### config.mk
export PLATFORM = sky130hd
export DESIGN_NAME = fts_top
export DESIGN_NICKNAME = d
export VERILOG_FILES = /design/src/rtl/fts_pkg.sv /design/src/rtl/fts_stream_table.sv /design/src/rtl/fts_trigger_arb.sv /design/src/rtl/fts_burst_engine.sv /design/src/rtl/fts_top.sv
export SDC_FILE = /design/constraint.sdc
export NUM_CORES = 2
export LEC_CHECK = 0
export BUFFER_PORTS_ARGS = -buffer_cell sky130_fd_sc_hd__buf_2
export CAP_MARGIN = 15
export CELL_PAD_IN_SITES_DETAIL_PLACEMENT = 1
export CELL_PAD_IN_SITES_GLOBAL_PLACEMENT = 2
export CORE_MARGIN = 3
export CORE_UTILIZATION = 46
export DETAILED_ROUTE_END_ITERATION = 6
export HOLD_SLACK_MARGIN = 0.02
export PLACE_DENSITY_LB_ADDON = 0.25
export SETUP_SLACK_MARGIN = 0.1
export SYNTH_ARGS = -nofsm -noshare
export SYNTH_HDL_FRONTEND = slang
export SYNTH_SLANG_ARGS = --single-unit
### constraint.sdc
create_clock -name clk -period 10.5 [get_ports clk]
set_input_delay 1.05 -clock clk [delete_from_list [all_inputs] [get_ports clk]]
set_output_delay 1.05 -clock clk [all_outputs]
set_load 0.1 [all_outputs]
### src/rtl/fts_pkg.sv
package fts_pkg;

  localparam int TIME_W  = 32;
  localparam int MAC_W   = 48;
  localparam int VID_W   = 12;
  localparam int BURST_W = 2;

  typedef struct packed {
    logic               valid;
    logic [MAC_W-1:0]   mac;
    logic [VID_W-1:0]   vid;
    logic [TIME_W-1:0]  offset;
    logic [BURST_W-1:0] burst_m1;
  } stream_entry_t;

  // Offset lies inside the running schedule cycle.
  function automatic logic offset_in_range(input logic [TIME_W-1:0] offset,
                                           input logic [TIME_W-1:0] cyc_len);
    return offset < cyc_len;
  endfunction

  // Cycle-relative time has reached the trigger point.
  function automatic logic trigger_reached(input logic [TIME_W-1:0] now,
                                           input logic [TIME_W-1:0] offset);
    return now >= offset;
  endfunction

  // Encoded burst (frames minus one) to frame count.
  function automatic logic [BURST_W:0] burst_frames(input logic [BURST_W-1:0] enc);
    return {1'b0, enc} + 1'b1;
  endfunction

endpackage

### src/rtl/fts_stream_table.sv
module fts_stream_table import fts_pkg::*; #(
  parameter int NUM_STREAMS = 8,
  parameter int IDX_W = (NUM_STREAMS > 1) ? $clog2(NUM_STREAMS) : 1
) (
  input  logic                clk,
  input  logic                rst_n,
  input  logic                wr_en,
  input  logic [IDX_W-1:0]    wr_idx,
  input  stream_entry_t       wr_entry,
  input  logic [TIME_W-1:0]   cycle_time,
  output logic [TIME_W-1:0]   ent_offset [NUM_STREAMS],
  output logic [MAC_W-1:0]    ent_mac    [NUM_STREAMS],
  output logic [VID_W-1:0]    ent_vid    [NUM_STREAMS],
  output logic [BURST_W-1:0]  ent_burst  [NUM_STREAMS],
  output logic [NUM_STREAMS-1:0] ent_live,
  output logic                any_valid,
  output logic                range_err
);

  logic [NUM_STREAMS-1:0] valid_q;
  logic [NUM_STREAMS-1:0] bad_range;

  for (genvar g = 0; g < NUM_STREAMS; g++) begin : g_entry
    always_ff @(posedge clk or negedge rst_n) begin
      if (!rst_n) begin
        valid_q[g]    <= 1'b0;
        ent_offset[g] <= '0;
        ent_mac[g]    <= '0;
        ent_vid[g]    <= '0;
        ent_burst[g]  <= '0;
      end else if (wr_en && (wr_idx == IDX_W'(g))) begin
        valid_q[g]    <= wr_entry.valid;
        ent_offset[g] <= wr_entry.offset;
        ent_mac[g]    <= wr_entry.mac;
        ent_vid[g]    <= wr_entry.vid;
        ent_burst[g]  <= wr_entry.burst_m1;
      end
    end

    assign ent_live[g]  = valid_q[g] &&  offset_in_range(ent_offset[g], cycle_time);
    assign bad_range[g] = valid_q[g] && !offset_in_range(ent_offset[g], cycle_time);
  end

  assign any_valid = |valid_q;
  assign range_err = |bad_range;

endmodule

### src/rtl/fts_trigger_arb.sv
module fts_trigger_arb import fts_pkg::*; #(
  parameter int NUM_STREAMS = 8,
  parameter int IDX_W = (NUM_STREAMS > 1) ? $clog2(NUM_STREAMS) : 1
) (
  input  logic                   clk,
  input  logic                   rst_n,
  input  logic                   cycle_start,
  input  logic [TIME_W-1:0]      cur_time,
  input  logic [TIME_W-1:0]      ent_offset [NUM_STREAMS],
  input  logic [NUM_STREAMS-1:0] ent_live,
  input  logic                   take_en,
  output logic                   take_valid,
  output logic [IDX_W-1:0]       take_idx
);

  logic [NUM_STREAMS-1:0] armed_q;
  logic [NUM_STREAMS-1:0] due;

  for (genvar g = 0; g < NUM_STREAMS; g++) begin : g_due
    assign due[g] = armed_q[g] && ent_live[g] && trigger_reached(cur_time, ent_offset[g]);
  end

  // Lowest index wins among entries due together.
  always_comb begin
    take_idx = '0;
    for (int i = NUM_STREAMS - 1; i >= 0; i--) begin
      if (due[i]) take_idx = IDX_W'(i);
    end
  end

  assign take_valid = take_en && (|due);

  always_ff @(posedge clk or negedge rst_n) begin
    if (!rst_n) begin
      armed_q <= '0;
    end else if (cycle_start) begin
      armed_q <= '1;
    end else if (take_valid) begin
      armed_q[take_idx] <= 1'b0;
    end
  end

endmodule

### src/rtl/fts_burst_engine.sv
module fts_burst_engine import fts_pkg::*; #(
  parameter int NUM_STREAMS = 8,
  parameter int MISS_W = 8,
  parameter int IDX_W = (NUM_STREAMS > 1) ? $clog2(NUM_STREAMS) : 1
) (
  input  logic                   clk,
  input  logic                   rst_n,
  input  logic                   cycle_start,
  input  logic                   discrete,
  input  logic                   st_gate_open,
  input  logic                   cont_avail,
  input  logic [NUM_STREAMS-1:0] frame_avail,
  input  logic [MAC_W-1:0]       ent_mac   [NUM_STREAMS],
  input  logic [VID_W-1:0]       ent_vid   [NUM_STREAMS],
  input  logic [BURST_W-1:0]     ent_burst [NUM_STREAMS],
  input  logic                   take_valid,
  input  logic [IDX_W-1:0]       take_idx,
  output logic                   busy,
  output logic                   miss_evt,
  output logic                   fetch_req,
  output logic [IDX_W-1:0]       fetch_idx,
  output logic [MAC_W-1:0]       fetch_mac,
  output logic [VID_W-1:0]       fetch_vid,
  output logic [MISS_W-1:0]      miss_count
);

  logic [IDX_W-1:0]   cur_q;
  logic [BURST_W:0]   left_q;

  assign miss_evt = take_valid && !st_gate_open;

  always_ff @(posedge clk or negedge rst_n) begin
    if (!rst_n) begin
      busy       <= 1'b0;
      cur_q      <= '0;
      left_q     <= '0;
      fetch_req  <= 1'b0;
      fetch_idx  <= '0;
      fetch_mac  <= '0;
      fetch_vid  <= '0;
      miss_count <= '0;
    end else if (cycle_start) begin
      busy      <= 1'b0;
      fetch_req <= 1'b0;
    end else if (!discrete) begin
      busy      <= 1'b0;
      fetch_req <= st_gate_open && cont_avail;
      fetch_idx <= '0;
      fetch_mac <= '0;
      fetch_vid <= '0;
    end else if (busy) begin
      if (st_gate_open) begin
        fetch_req <= frame_avail[cur_q];
        fetch_idx <= cur_q;
        fetch_mac <= ent_mac[cur_q];
        fetch_vid <= ent_vid[cur_q];
        left_q    <= left_q - 1'b1;
        busy      <= (left_q != 1);
      end else begin
        busy      <= 1'b0;
        fetch_req <= 1'b0;
      end
    end else begin
      fetch_req <= 1'b0;
      if (take_valid) begin
        if (st_gate_open) begin
          busy   <= 1'b1;
          cur_q  <= take_idx;
          left_q <= burst_frames(ent_burst[take_idx]);
        end else if (miss_count != {MISS_W{1'b1}}) begin
          miss_count <= miss_count + 1'b1;
        end
      end
    end
  end

endmodule

### src/rtl/fts_top.sv
module fts_top import fts_pkg::*; #(
  parameter int NUM_STREAMS = 8,
  parameter int MISS_W = 8,
  parameter int IDX_W = (NUM_STREAMS > 1) ? $clog2(NUM_STREAMS) : 1
) (
  input  logic                   clk,
  input  logic                   rst_n,
  input  logic                   cycle_start,
  input  logic [TIME_W-1:0]      cycle_time,
  input  logic [TIME_W-1:0]      cur_time,
  input  logic                   st_gate_open,
  input  logic                   cont_avail,
  input  logic [NUM_STREAMS-1:0] frame_avail,
  input  logic                   cfg_we,
  input  logic [IDX_W-1:0]       cfg_idx,
  input  logic                   cfg_valid,
  input  logic [MAC_W-1:0]       cfg_dst_mac,
  input  logic [VID_W-1:0]       cfg_vid,
  input  logic [TIME_W-1:0]      cfg_offset,
  input  logic [BURST_W-1:0]     cfg_burst,
  output logic                   fetch_req,
  output logic [IDX_W-1:0]       fetch_idx,
  output logic [MAC_W-1:0]       fetch_mac,
  output logic [VID_W-1:0]       fetch_vid,
  output logic                   discrete_mode,
  output logic                   cfg_err,
  output logic [MISS_W-1:0]      miss_count
);

  stream_entry_t          wr_entry;
  logic [TIME_W-1:0]      ent_offset [NUM_STREAMS];
  logic [MAC_W-1:0]       ent_mac    [NUM_STREAMS];
  logic [VID_W-1:0]       ent_vid    [NUM_STREAMS];
  logic [BURST_W-1:0]     ent_burst  [NUM_STREAMS];
  logic [NUM_STREAMS-1:0] ent_live;
  logic                   engine_busy;
  logic                   take_en;
  logic                   take_evt;
  logic [IDX_W-1:0]       take_idx;
  logic                   miss_evt;

  assign wr_entry = '{valid: cfg_valid, mac: cfg_dst_mac, vid: cfg_vid,
                      offset: cfg_offset, burst_m1: cfg_burst};

  fts_stream_table #(.NUM_STREAMS(NUM_STREAMS), .IDX_W(IDX_W)) u_table (
    .clk        (clk),
    .rst_n      (rst_n),
    .wr_en      (cfg_we),
    .wr_idx     (cfg_idx),
    .wr_entry   (wr_entry),
    .cycle_time (cycle_time),
    .ent_offset (ent_offset),
    .ent_mac    (ent_mac),
    .ent_vid    (ent_vid),
    .ent_burst  (ent_burst),
    .ent_live   (ent_live),
    .any_valid  (discrete_mode),
    .range_err  (cfg_err)
  );

  assign take_en = discrete_mode && !engine_busy && !cycle_start;

  fts_trigger_arb #(.NUM_STREAMS(NUM_STREAMS), .IDX_W(IDX_W)) u_arb (
    .clk         (clk),
    .rst_n       (rst_n),
    .cycle_start (cycle_start),
    .cur_time    (cur_time),
    .ent_offset  (ent_offset),
    .ent_live    (ent_live),
    .take_en     (take_en),
    .take_valid  (take_evt),
    .take_idx    (take_idx)
  );

  fts_burst_engine #(.NUM_STREAMS(NUM_STREAMS), .MISS_W(MISS_W), .IDX_W(IDX_W)) u_engine (
    .clk          (clk),
    .rst_n        (rst_n),
    .cycle_start  (cycle_start),
    .discrete     (discrete_mode),
    .st_gate_open (st_gate_open),
    .cont_avail   (cont_avail),
    .frame_avail  (frame_avail),
    .ent_mac      (ent_mac),
    .ent_vid      (ent_vid),
    .ent_burst    (ent_burst),
    .take_valid   (take_evt),
    .take_idx     (take_idx),
    .busy         (engine_busy),
    .miss_evt     (miss_evt),
    .fetch_req    (fetch_req),
    .fetch_idx    (fetch_idx),
    .fetch_mac    (fetch_mac),
    .fetch_vid    (fetch_vid),
    .miss_count   (miss_count)
  );

endmodule

==> reports/qor.yml <==
status:
  status: "complete, no violations"
clocking:
  clkSlewWorstSetupHoldPaths_ns: 0.06
  postCtsSetupBuffers: 0
  root_buffer: "clkbuf_16"
  cts_num_sinks: 847
  cts_tree: "yes"
  cts_made_buffers: 97
  postCtsHoldBufs: 0
  clkLatencyLatePin_ns: 0.68
  cts.path.max_buffers: 3
  postCtsResizedCells: 0
  htree_levels: 3
die:
  rows: 116
  core-area_um2: 100000
  die_y_um: 324
  die_area_um2: 105000
  die_width_um: 324
  start_util_pct: 46.5
  io_pins: 250
place:
  place_congestion: 0.860
  hpwlAfterDp_um: 93800
  io_buffers: 249
worst_setup_path:
  path_class: "in2out"
  r2r_slack_ns: 5.74
  end_kind: "output port"
  path_cells: "buf_2 > inv_1 > ha_1 > nand4_1 > or2_0 > o41ai_1 > o211ai_1 > and3_1 > nor2b_1 > or4_1 > buf_2"
  crit_fanout: 8
  cpPeakStageDelay_ns: 0.98
  required_ns: 9.45
  cp-startpoint: "cycle_time[23]"
  cp_common_cell: "buf_2"
  cp_slowest_cell: "o41ai_1"
  startpoint_type: "primary input"
  arrival_ns: 4.59
  r2r-end: "u_engine.left_q[1]$_DFFE_PN0P_"
  rr_startpoint: "u_table.ent_offset[62]$_DFFE_PN0P_"
  reg2regPathDepth: 16
cells_and_area:
  fillers: 10406
  area_delta_synth_final_pct: 13.5
  layout.nets: 4823
  layout-drive-gt1-share_pct: 29.1
timing:
  tightestPinTransition_ns: 1.14
  whs_ns: 0.347
  fin_crit_ns: 5.64
  clock.fmax_ghz: 0.177
  clock_skew_ns: 0.0307
  hold_viol: 0
  fin_crit_sh_pct: 53.7
  relSlewSlack_pct: 24.2
  finalSetupTns_ns: 0
  drv_slew: 0
  grt_setup_unrepaired: "no"
  setup_viol: 0
pwr:
  p_leak_nw: 24.7
  p_per_area_nw_per_um2: 243
  power.total_mw: 12.9
  ir_worst_vdd_mv: 0.276
synthesis:
  ys_seq_area_share_pct: 45.5
  syn_area_um2: 46600
  synth_ff_type: "dfrtp_1"
  synth_top_area_share_pct: 45.5
  netlist-cell-type-count: 75
  yosys_warnings: 0
  syn-num-nets: 4588
  yosys-top-cells-area: "dfrtp_1, mux2_2, ha_1"
  synthCells: 3904
  async_flop_share_pct: 100
  avgSynthCellArea_um2: 11.9
  synth_edf_count: 0
  synth-seq-cells: 847
  synth_top_cell_by_area: "dfrtp_1"
detailed_routing:
  drc: 0
  drtIter0Drc: 1685
  vias: 32153
  drt_first_pass_iters: 5
  viasPerCell: 5.76
  ant_nets: 0
  routed_wl_um: 140000
  avgRoutedWirePerCell_um: 25.0
hold_path:
  hp-class: "in2async"
global_routing:
  grt_overflow: 0
  grt_pass1_vias: 34901
  antenna_found_initial: 24
  grt_max_degree: 165
  grtUsageTotal_pct: 26.5
  grt_pass1_wl_um: 215000
run:
  maxCapViolCount: 0
[final cells by class]
class | count | area [µm²] | share of cell area (%)
antenna | 16 | 40.0 | 0.0757
clock inverter | 43 | 713 | 1.35
inverter | 295 | 1110 | 2.10
sequential | 847 | 21200 | 40.1
clock buffer | 130 | 2800 | 5.30
timing repair buffer | 286 | 1570 | 2.97
multi-input combinational | 2612 | 23800 | 44.9
tap | 1357 | 1700 | 3.21
[critical path: cells and delay by family]
family                   cells  cell delay (ns)
AND/OR/NAND/NOR              5             1.17
AO/OA/AOI/OAI                2             1.13
adder cells (fa/ha/maj)      1             0.27
buffers and inverters        3             0.95
[registers in the layout (all words and copies together), names as in the netlist, 8 cells and up]
name / count
u_table.valid_q: 8
u_engine.fetch_vid: 12
u_engine.fetch_mac: 48
u_table.ent_mac: 384
u_arb.armed_q: 8
u_table.ent_offset: 256
u_table.ent_vid: 96
u_table.ent_burst: 16
u_engine.miss_count: 8
[cells in the mapped netlist (14+ instances only)]
library cell / instances
nand4_1: 64
nor2_1: 62
mux4_2: 122
nand3_1: 57
nand2b_1: 14
nand2_1: 331
a211oi_1: 19
dfrtp_1: 847
o21ai_1: 18
buf_1: 27
a21oi_1: 190
a21o_1: 46
o21ai_0: 253
mux2i_1: 67
ha_1: 508
clkbuf_1: 121
mux2_2: 632
inv_1: 295
nor3_1: 24
[placed cells by master, fill, tap and decap left out, types with 13 or more instances in the layout]
cell type | netlist | routed
dfrtp_1 | 847 | 845
mux2_2 | 632 | 632
ha_1 | 508 | 508
nand2_1 | 331 | 330
inv_1 | 295 | 294
o21ai_0 | 253 | 253
buf_2 | 2 | 248
a21oi_1 | 190 | 190
mux4_2 | 122 | 122
clkbuf_16 | 0 | 99
mux2i_1 | 67 | 67
nand4_1 | 64 | 64
nor2_1 | 62 | 62
nand3_1 | 57 | 57
a21o_1 | 46 | 45
buf_4 | 0 | 34
nor3_1 | 24 | 22
clkbuf_8 | 0 | 21
clkinv_2 | 0 | 21
a211oi_1 | 19 | 19
o21ai_1 | 18 | 18
diode_2 | 0 | 16
bufinv_16 | 0 | 16
nand2b_1 | 14 | 14
nor2b_1 | 13 | 13
a2111oi_0 | 13 | 13
and4_1 | 13 | 13
[routing by layer]
metal  global-route usage, %  routed length, µm
met3                    4.44               6370
met1                    35.7              62700
met5                       0                 80
met4                    7.04               3140
met2                    44.5              67600
[worst max path at each step]
stage,end,depth (start not counted)
after CTS,cfg_err,11
after global placement,u_engine.left_q[1]$_DFFE_PN0P_,16
final,cfg_err,11
after floorplan,cfg_err,9
after detailed placement,cfg_err,11
after global routing,cfg_err,11
[power breakdown]
| group | switching, mW | internal, mW | leakage [nW] |
|---|---|---|---|
| Combinational | 2.69 | 1.79 | 12.7 |
| Clock | 1.46 | 2.27 | 1.74 |
| Sequential | 0.608 | 4.04 | 10.3 |
| Total | 4.76 | 8.10 | 24.7 |
[kinds of logic (layout without fill, tap and decap cells)]
| family | Yosys count | in the layout | share of synthesized area (%) |
|---|---|---|---|
| and+or+nand+nor | 636 | 636 | 6.38 |
| muxes | 825 | 825 | 22.7 |
| xor gates and xnor gates | 7 | 7 | 0.132 |
| other | 0 | 16 | 0 |
| AOI/OAI and AO/OA | 636 | 636 | 8.09 |
| DFF | 847 | 847 | 45.5 |
| buffers and inverters | 445 | 754 | 3.59 |
| adders and majority gates | 508 | 508 | 13.6 |
[stage by stage]
| stage | worst slack [ns] | cell area, µm² | std cells | util (%) |
|---|---|---|---|---|
| after floorplan | 5.84 | 46600 | 3904 | - |
| after global placement | 4.83 | 49300 | 5397 | 49.2 |
| after detailed placement | 4.88 | 49300 | 5397 | 49.2 |
| after CTS | 4.86 | 52900 | 5570 | 52.7 |
| after global routing | 4.62 | 52900 | 5576 | 52.7 |
| final | 4.86 | 52900 | 5586 | 52.8 |
No activity file was read; power rests on OpenSTA's default activity.
